<file path="src/rtl/gpio_dual_bank_pkg.sv">
package gpio_dual_bank_pkg;
  localparam int BUS_W = 32;

  typedef enum logic [2:0] {
    REG_OUT    = 3'd0,
    REG_DIR    = 3'd1,
    REG_IN     = 3'd2,
    REG_LVL    = 3'd3,
    REG_FLAG   = 3'd4,
    REG_MASK   = 3'd5,
    REG_MIRROR = 3'd6,
    REG_SHARED = 3'd7
  } reg_sel_e;

  function automatic logic [BUS_W-1:0] swap_bytes(input logic [BUS_W-1:0] v);
    return {v[7:0], v[15:8], v[23:16], v[31:24]};
  endfunction
endpackage

</file>
<file path="src/rtl/gpio_sync.sv">
module gpio_sync #(
  parameter int WIDTH  = 32,
  parameter int STAGES = 2
) (
  input  logic             clk_i,
  input  logic             rst_ni,
  input  logic [WIDTH-1:0] d_i,
  output logic [WIDTH-1:0] q_o
);
  logic [WIDTH-1:0] stage_q [STAGES];

  for (genvar s = 0; s < STAGES; s++) begin : g_stage
    always_ff @(posedge clk_i or negedge rst_ni) begin
      if (!rst_ni) stage_q[s] <= '0;
      else if (s == 0) stage_q[s] <= d_i;
      else stage_q[s] <= stage_q[(s == 0) ? 0 : s-1];
    end
  end

  assign q_o = stage_q[STAGES-1];
endmodule

</file>
<file path="src/rtl/gpio_bank_regs.sv">
module gpio_bank_regs import gpio_dual_bank_pkg::*; #(
  parameter int NUM_LINES = 32
) (
  input  logic                 clk_i,
  input  logic                 rst_ni,
  input  logic                 wr_i,
  input  reg_sel_e             sel_i,
  input  logic [NUM_LINES-1:0] wdata_i,
  output logic [NUM_LINES-1:0] out_o,
  output logic [NUM_LINES-1:0] dir_o,
  output logic [NUM_LINES-1:0] lvl_o,
  output logic [NUM_LINES-1:0] mask_o
);
  always_ff @(posedge clk_i or negedge rst_ni) begin
    if (!rst_ni) begin
      out_o  <= '0;
      dir_o  <= '0;
      lvl_o  <= '0;
      mask_o <= '0;
    end else if (wr_i) begin
      case (sel_i)
        REG_OUT:  out_o  <= wdata_i;
        REG_DIR:  dir_o  <= wdata_i;
        REG_LVL:  lvl_o  <= wdata_i;
        REG_MASK: mask_o <= wdata_i;
        default:  ;
      endcase
    end
  end
endmodule

</file>
<file path="src/rtl/gpio_irq_flags.sv">
module gpio_irq_flags #(
  parameter int NUM_LINES = 32
) (
  input  logic                 clk_i,
  input  logic                 rst_ni,
  input  logic [NUM_LINES-1:0] in_sync_i,
  input  logic [NUM_LINES-1:0] lvl_i,
  input  logic [NUM_LINES-1:0] clr_i,
  output logic [NUM_LINES-1:0] flag_o
);
  logic [NUM_LINES-1:0] active;
  assign active = ~(in_sync_i ^ lvl_i);

  // clear wins on its edge; a live condition re-arms on the next one
  always_ff @(posedge clk_i or negedge rst_ni) begin
    if (!rst_ni) flag_o <= '0;
    else flag_o <= (flag_o | active) & ~clr_i;
  end
endmodule

</file>
<file path="src/rtl/gpio_dual_bank.sv">
module gpio_dual_bank import gpio_dual_bank_pkg::*; #(
  parameter int NUM_LINES   = 32,
  parameter int ADDR_W      = 8,
  parameter int SYNC_STAGES = 2
) (
  input  logic                 clk_i,
  input  logic                 rst_ni,
  input  logic                 req_i,
  input  logic                 we_i,
  input  logic [ADDR_W-1:0]    addr_i,
  input  logic [BUS_W-1:0]     wdata_i,
  output logic [BUS_W-1:0]     rdata_o,
  input  logic [NUM_LINES-1:0] gpio_in_i,
  output logic [NUM_LINES-1:0] gpio_out_o,
  output logic [NUM_LINES-1:0] gpio_oe_o,
  output logic                 irq_a_o,
  output logic                 irq_b_o
);
  localparam int NB     = 2;
  localparam int BANK_B = 0;
  localparam int BANK_A = 1;

  logic                 mapped, wr, bank_idx;
  reg_sel_e             slot;
  logic [BUS_W-1:0]     wswap, rval;
  logic [NUM_LINES-1:0] wdat, owner_q, enable_q, in_sync, flag, lvl_sel, clr;
  logic [NUM_LINES-1:0] own_m [NB];
  logic [NUM_LINES-1:0] out_r [NB];
  logic [NUM_LINES-1:0] dir_r [NB];
  logic [NUM_LINES-1:0] lvl_r [NB];
  logic [NUM_LINES-1:0] mask_r [NB];

  assign mapped   = (addr_i[ADDR_W-1:6] == '0) && (addr_i[1:0] == 2'b00);
  assign bank_idx = addr_i[5];
  assign slot     = reg_sel_e'(addr_i[4:2]);
  assign wswap    = swap_bytes(wdata_i);
  assign wdat     = wswap[NUM_LINES-1:0];
  assign wr       = req_i && we_i && mapped;

  assign own_m[BANK_B] = owner_q;
  assign own_m[BANK_A] = ~owner_q;

  for (genvar b = 0; b < NB; b++) begin : g_bank
    gpio_bank_regs #(.NUM_LINES(NUM_LINES)) u_regs (
      .clk_i  (clk_i),
      .rst_ni (rst_ni),
      .wr_i   (wr && (bank_idx == 1'(b)) && (slot != REG_SHARED)),
      .sel_i  (slot),
      .wdata_i(wdat),
      .out_o  (out_r[b]),
      .dir_o  (dir_r[b]),
      .lvl_o  (lvl_r[b]),
      .mask_o (mask_r[b])
    );
  end

  // shared slot: enable in the B half, owner in the A half
  always_ff @(posedge clk_i or negedge rst_ni) begin
    if (!rst_ni) begin
      enable_q <= '0;
      owner_q  <= '0;
    end else if (wr && slot == REG_SHARED) begin
      if (bank_idx) owner_q <= wdat;
      else enable_q <= wdat;
    end
  end

  gpio_sync #(.WIDTH(NUM_LINES), .STAGES(SYNC_STAGES)) u_sync (
    .clk_i (clk_i),
    .rst_ni(rst_ni),
    .d_i   (gpio_in_i),
    .q_o   (in_sync)
  );

  assign lvl_sel = (owner_q & lvl_r[BANK_B]) | (~owner_q & lvl_r[BANK_A]);
  assign clr     = (wr && slot == REG_FLAG) ? (wdat & own_m[bank_idx]) : '0;

  gpio_irq_flags #(.NUM_LINES(NUM_LINES)) u_flags (
    .clk_i    (clk_i),
    .rst_ni   (rst_ni),
    .in_sync_i(in_sync),
    .lvl_i    (lvl_sel),
    .clr_i    (clr),
    .flag_o   (flag)
  );

  assign gpio_out_o = (owner_q & out_r[BANK_B]) | (~owner_q & out_r[BANK_A]);
  assign gpio_oe_o  = enable_q & ((owner_q & dir_r[BANK_B]) | (~owner_q & dir_r[BANK_A]));
  assign irq_b_o    = |(flag & mask_r[BANK_B] & own_m[BANK_B]);
  assign irq_a_o    = |(flag & mask_r[BANK_A] & own_m[BANK_A]);

  always_comb begin
    rval = '0;
    case (slot)
      REG_OUT:    rval = BUS_W'(out_r[bank_idx]);
      REG_DIR:    rval = BUS_W'(dir_r[bank_idx]);
      REG_IN:     rval = BUS_W'(in_sync);
      REG_LVL:    rval = BUS_W'(lvl_r[bank_idx]);
      REG_FLAG:   rval = BUS_W'(flag & own_m[bank_idx]);
      REG_MASK:   rval = BUS_W'(mask_r[bank_idx]);
      REG_MIRROR: rval = BUS_W'(in_sync & own_m[bank_idx]);
      REG_SHARED: rval = bank_idx ? BUS_W'(owner_q) : BUS_W'(enable_q);
      default:    rval = '0;
    endcase
  end

  assign rdata_o = (req_i && !we_i && mapped) ? swap_bytes(rval) : '0;
endmodule

</file>
<file path="config.mk">
export PLATFORM = sky130hd
export DESIGN_NAME = gpio_dual_bank
export DESIGN_NICKNAME = d
export VERILOG_FILES = /design/src/rtl/gpio_dual_bank_pkg.sv /design/src/rtl/gpio_sync.sv /design/src/rtl/gpio_bank_regs.sv /design/src/rtl/gpio_irq_flags.sv /design/src/rtl/gpio_dual_bank.sv
export SDC_FILE = /design/constraint.sdc
export NUM_CORES = 1
export LEC_CHECK = 0
export BUFFER_PORTS_ARGS = -buffer_cell sky130_fd_sc_hd__buf_4
export CAP_MARGIN = 20
export CORE_MARGIN = 5
export CORE_UTILIZATION = 40
export CTS_BUF_LIST = sky130_fd_sc_hd__clkbuf_16
export CTS_CLUSTER_DIAMETER = 120
export CTS_CLUSTER_SIZE = 28
export DETAILED_ROUTE_END_ITERATION = 10
export GPL_TIMING_DRIVEN = 0
export PLACE_DENSITY_LB_ADDON = 0.05
export SLEW_MARGIN = 15
export SYNTH_ARGS = -nofsm -noshare
export SYNTH_HDL_FRONTEND = slang
export SYNTH_SLANG_ARGS = --single-unit
export TNS_END_PERCENT = 30
</file>
<file path="constraint.sdc">
create_clock -name clk_i -period 3.1 [get_ports clk_i]
set_input_delay 0.31 -clock clk_i [delete_from_list [all_inputs] [get_ports clk_i]]
set_output_delay 0.31 -clock clk_i [all_outputs]
set_load 0.05 [all_outputs]
</file>
Word level (Yosys, flattened, before mapping)
Cells that the tools add are included.
- magnitude comparators: 1
- equality and inequality tests: 8
- multiplexer cells: 19
- bitwise gates (word level): 25
- reduce and logical (&&, ||, !) cells: 27
- operators with widths (kind ; count):
    two-way mux 32 bit ; 18
    bitwise AND 32 bit ; 15
    one-hot mux 32 bit (8 select lines) ; 1
    bitwise OR 32 bit ; 4
    inverter 32 bit ; 3
    OR reduction 32 bit ; 2
    bitwise XOR 32 bit ; 1
    AND reduction 2 bit ; 10
    == test 3 bit, second input constant ; 4
    logical AND 1 bit ; 11
    == test 3 x 2 -> 1 bit, second input constant ; 2
    logical NOT 2 bit ; 2
    == test 3 x 1 -> 1 bit, second input constant ; 1
    logical NOT 3 bit ; 1
    != test 3 bit, second input constant ; 1
    >= comparator 2 bit, second input constant ; 1
    inverter 1 -> 2 bit ; 1
    logical NOT 1 bit ; 1
    inverter 1 bit ; 1
- register bits after elaboration: 416
- output and inout bits: 98
- logic and storage cells: 93

Depth between registers and ports, before layout
- depth in word-level cells: 8
- mapped depth: 8
- gate-level depth less buffers: 5

Hierarchy
A second synthesis with hierarchy kept.
- cells, all modules: 1702
- area total of the unflattened synthesis: 21129.0 um^2
- modules (own cells, without submodules) (module ; instances ; cells an instance ; area each (um^2) ; sequential area each (um^2)):
    gpio_bank_regs ; 2 ; 273 ; 4798.4 ; 3203.1
    gpio_dual_bank ; 1 ; 932 ; 8329.2 ; 1601.5
    gpio_sync ; 1 ; 96 ; 1841.8 ; 1601.5
    gpio_irq_flags ; 1 ; 128 ; 1361.3 ; 800.8

Worst setup path before layout
OpenSTA, ideal clock, no wires.
- path kind: input port to output port
- start: input addr_i[5]
- end: output rdata_o[0]
- data arrival time: 2.560 ns
- required time: 2.790 ns
- slack: 0.230 ns
- stages on the path: 6
- buffers on the path: 4
- cells stage by stage: buf_2 buf_2 buf_2 buf_2 mux2i_1 a211oi_1
- cells in the longest elaborated chain, start to end: 7
- elaborated cells between the ends (all ways): 21
- those cells by class: mux (18); bitwise (3)
- RTL lines (what ; line ; RTL):
    start, declared ; gpio_dual_bank.sv:10 ; input logic [ADDR_W-1:0] addr_i,
    inverter 1 -> 2 bit (implied by the code) ; n/a ;
    two-way mux 32 bit (implied by the code) (3 in a row) ; gpio_dual_bank.sv:99, gpio_dual_bank.sv:101 ;
    bitwise AND 32 bit (on tied branches) ; gpio_dual_bank.sv:101, gpio_dual_bank.sv:99 ;
    one-hot mux 32 bit (8 select lines) * ; gpio_dual_bank.sv:94 ; case (slot)
    two-way mux 32 bit * ; gpio_dual_bank.sv:107 ; assign rdata_o = (req_i && !we_i && mapped) ? swap_bytes(rval) : '0;
    end, declared ; gpio_dual_bank.sv:12 ; output logic [BUS_W-1:0] rdata_o,
Mark *: on every way between the ends. The rest lies on a longest branch, timed or not. The select of a mux whose other input is x is not followed.

Worst setup path after layout
- start: input addr_i[3]
- end: output rdata_o[6]
- cells in the longest elaborated chain, start to end: 3
- elaborated cells between the ends (all ways): 10
- those cells by class: eq/ne (7); mux (2); reduce/logical (1)
- RTL lines (what ; line):
    == test 3 bit (tied with other cells) ; gpio_dual_bank.sv:94
    one-hot mux 32 bit (8 select lines) * ; gpio_dual_bank.sv:94
    two-way mux 32 bit * ; gpio_dual_bank.sv:107
Mark *: on every way between the ends. The rest lies on a longest branch, timed or not.

==> metrics.md <==
| Metric | Value |
|---|---|
| Starting Density | `40.19%` |
| Critical path arrival | `2800 ps` |
| Total CTS buffers | `18` |
| P_int | `7.145 mW` |
| Starting DRC count in detailed routing | `1321` |
| Flop pwr share | `58.2%` |
| Grt total ovfl | `0` |
| Yosys top cell area share | `50.80%` |
| CTS tree | `built` |
| RSZ-0062 raised after global routing | `yes` |
| WP data required | `2790 ps` |
| Reg-to-reg endpoint | `u_flags.flag_o[23]` |
| Fmax | `321.1 MHz` |
| # Max-Cap Violations | `0` |
| IO buf count | `172` |
| Slew at the pin with the worst max-slew slack | `1209 ps` |
| Failing checks | `negative setup slack` |
| Clk network pwr share | `29.6%` |
| Post-Syn Instances | `1669` |
| Hold/Removal Path Class | `in2reg` |
| Mapped Area | `0.02049 mm2` |
| Yosys warning count | `0` |
| Power per cell area | `408.2 mW/mm2` |
| Slew margin rel. | `19.38%` |
| Synthesized area per cell | `12.28 um2` |
| Clock-pin slew on the worst setup and hold paths | `110 ps` |
| Status | `finished with violations` |
| First-pass GRT wire length | `104700 um` |
| CP Max Fanout | `10` |
| Pleak | `11.04 nW` |
| Synth area leaders | `dfrtp_1 51%, mux2_2 19%, mux2i_1 11%` |
| Nets | `2001` |
| Ant diodes | `0` |
| Largest net degree at the start of global routing | `103` |
| Crit share post-route | `100.4%` |
| # fillers | `4727` |
| Layout cell share with drive strength beyond 1 | `32.45%` |
| Main flop type after synthesis | `dfrtp_1` |
| Final TNS setup | `-13.84 ps` |
| Cell taking the most area after synthesis | `dfrtp_1` |
| Pre-antenna DRT Iters | `5` |
| CP startpoint | `addr_i[3]` |
| Asr flop ratio synth | `100.0%` |
| VDD IR max | `0.4421 mV` |
| Skew-Pair Late Insertion Delay | `560 ps` |
| Number of synthesized flops with an enable pin | `0` |
| Ports | `174` |
| Worst R2R Start | `owner_q[23]` |
| Vias per cell | `5.696` |
| # clock sinks | `416` |
| Clock buffer depth | `3` |
| Sequential area share after synthesis | `50.80%` |
| DRT antenna net count | `0` |
| Routed WL | `71710 um` |
| Slew Viols, Final | `0` |
| Die H | `236.3 um` |
| Final setup violation count | `1` |
| WS Path Type | `in2out` |
| Drt drc | `0` |
| Final setup margin | `-13.84 ps` |
| Area grow syn2layout | `16.72%` |
| Hold WS | `29.07 ps` |
| Yosys cell types | `35` |
| CTS root buf | `clkbuf_16` |
| DP HPWL | `49000 um` |
| Setup crit start kind | `input port` |
| Combinational Power Share | `12.2%` |
| Routed len/inst | `27.52 um` |
| Number of global-route vias before repair | `15011` |
| Chip width | `236.3 um` |
| Antenna violations before repair | `0` |
| #FFs+latches synth | `416` |
| Crit path capture | `rdata_o[6]` |
| Sw frac | `26.81%` |
| Hold path start | `wdata_i[24]` |
| RD Place Congestion | `0.9006` |
| Die area | `0.05586 mm2` |
| Psw | `2.618 mW` |
| H-tree Lvls | `1` |
| Max Clock Skew | `12.93 ps` |
| Tmin final | `3114 ps` |
| Synth Net Count | `1745` |
| GRT Util Overall | `24.93%` |
| Worst setup EP type | `output pin` |
| Reg2Reg Setup Slack | `1460 ps` |
| Vias | `14845` |
| Final hold vios | `0` |
| Std-Cell Rows | `83` |
| Path depth of the worst reg2reg path | `5` |
| Core area | `0.05099 mm2` |
cell usage after synthesis (27+ instances only):
cell	instances
inv_1	27
nor2b_1	33
xor2_1	37
a221oi_1	31
nand3_1	29
nor3_1	32
o22ai_1	74
dfrtp_1	416
clkbuf_1	98
nand2_1	36
a31oi_1	36
buf_2	38
mux2_2	349
mux2i_1	227
xnor2_1	27
nor2_1	54
a211oi_1	29
layout make-up:
type	count	area [um2]	area share (%)
Multi-Input combinational cell	1070	9311	38.93
Clock inverter	2	7.507	0.03139
Timing Repair Buffer	240	2059	8.610
Sequential cell	416	10410	43.52
Clock buffer	19	475.5	1.988
Buffer	152	703.2	2.940
Tap cell	680	850.8	3.557
Inverter	27	101.3	0.4237
state kept, by name, indices dropped and copies added, names as in the netlist:
signal                cells
g_bank.u_regs.dir_o      64
g_bank.u_regs.lvl_o      64
g_bank.u_regs.mask_o     64
g_bank.u_regs.out_o      64
enable_q                 32
owner_q                  32
u_flags.flag_o           32
u_sync.q_o               32
u_sync.stage_q           32
cells by family (layout without fill, tap and decap cells):
logic type	after synthesis	in the layout	synth area share, %
xor+xnor	64	64	2.735
compound gates	216	216	7.058
buf+inv	183	440	3.859
mux	579	579	30.43
flops	416	416	50.80
simple gates	211	211	5.117
cells in the final DEF, fill, tap and decap left out, drive strengths merged:
| cell | Yosys | final |
|---|---|---|
| dfrtp | 416 | 416 |
| mux2 | 352 | 352 |
| buf | 58 | 236 |
| mux2i | 227 | 227 |
| clkbuf | 98 | 113 |
| o22ai | 74 | 74 |
| dlygate4sd3 | 0 | 62 |
| nor2 | 54 | 54 |
| xor2 | 37 | 37 |
| a31oi | 36 | 36 |
| nand2 | 36 | 36 |
| nor2b | 33 | 33 |
| nor3 | 32 | 32 |
| a221oi | 31 | 31 |
| nand3 | 29 | 29 |
| a211oi | 29 | 29 |
| inv | 27 | 27 |
| xnor2 | 27 | 27 |
| o21ai | 26 | 26 |
| a21oi | 10 | 10 |
| nor4 | 8 | 8 |
| and3 | 7 | 7 |
| nand4 | 5 | 5 |
| a2111oi | 4 | 4 |
| nand2b | 3 | 3 |
| o31a | 3 | 3 |
| or2 | 2 | 2 |
| o32a | 2 | 2 |
| clkinv | 0 | 2 |
| and2 | 1 | 1 |
| a21boi | 1 | 1 |
| nor4b | 1 | 1 |
metrics by stage:
stage / cells / util [%] / setup WS (ps) / power, mW / area (um2)
2_1_floorplan: 1669 / - / 230.0 / 6.361 / 20490
3_3_place_gp: 2521 / 44.39 / -2673 / 6.870 / 22630
3_5_place_dp: 2527 / 44.68 / -413.7 / 6.908 / 22780
4_1_cts: 2608 / 46.90 / 8.335 / 9.862 / 23910
5_1_grt: 2606 / 46.91 / -80.07 / 10.11 / 23920
6_report: 2606 / 46.91 / -13.84 / 9.763 / 23920
worst min-delay path by stage:
stage	to	slack, ps	cells after the start
3_3_place_gp	u_sync.q_o[20]	330	0
4_1_cts	g_bank[0].u_regs.out_o[21]	3	2
5_1_grt	g_bank[0].u_regs.out_o[0]	4	2
3_5_place_dp	u_sync.stage_q[45]	240	1
2_1_floorplan	enable_q[0]	10	0
6_report	g_bank[0].u_regs.out_o[0]	30	2
worst max-delay path, stage by stage:
cell and delay [ps]:
buf_4 110, buf_2 190, inv_1 370, nand3_1 400, buf_2 410, o22ai_1 260
nor3_1 90, a211oi_1 360, buf_4 280
layer usage:
metal  global-route usage (%)  part of all wire, %  up-vias
met1                    36.02                   45     7745
met4                    5.370                  2.5        0
met2                    40.24                   46      502
met5                        0                    0        -
li1                         -                    -     6519
met3                    3.589                  5.9       79
power by group through the flow:
stage | clock network [mW] | logic, mW | registers, mW
6_report | 2.89 | 1.19 | 5.68
3_5_place_dp | 0 | 1.13 | 5.78
4_1_cts | 2.99 | 1.20 | 5.67
2_1_floorplan | 0 | 0.613 | 5.75
5_1_grt | 3.14 | 1.27 | 5.70
3_3_place_gp | 0 | 1.10 | 5.77
repair_timing:
item / in CTS / in global routing
setup endpoints to repair: 32 / 11
pin swaps: 0 / 0
hold buffers: 61 / 1
setup buffers: 0 / 0
hold endpoints to repair: 103 / 1
gates resized for setup: 19 / 11
No activity file was read; power rests on OpenSTA's default activity.
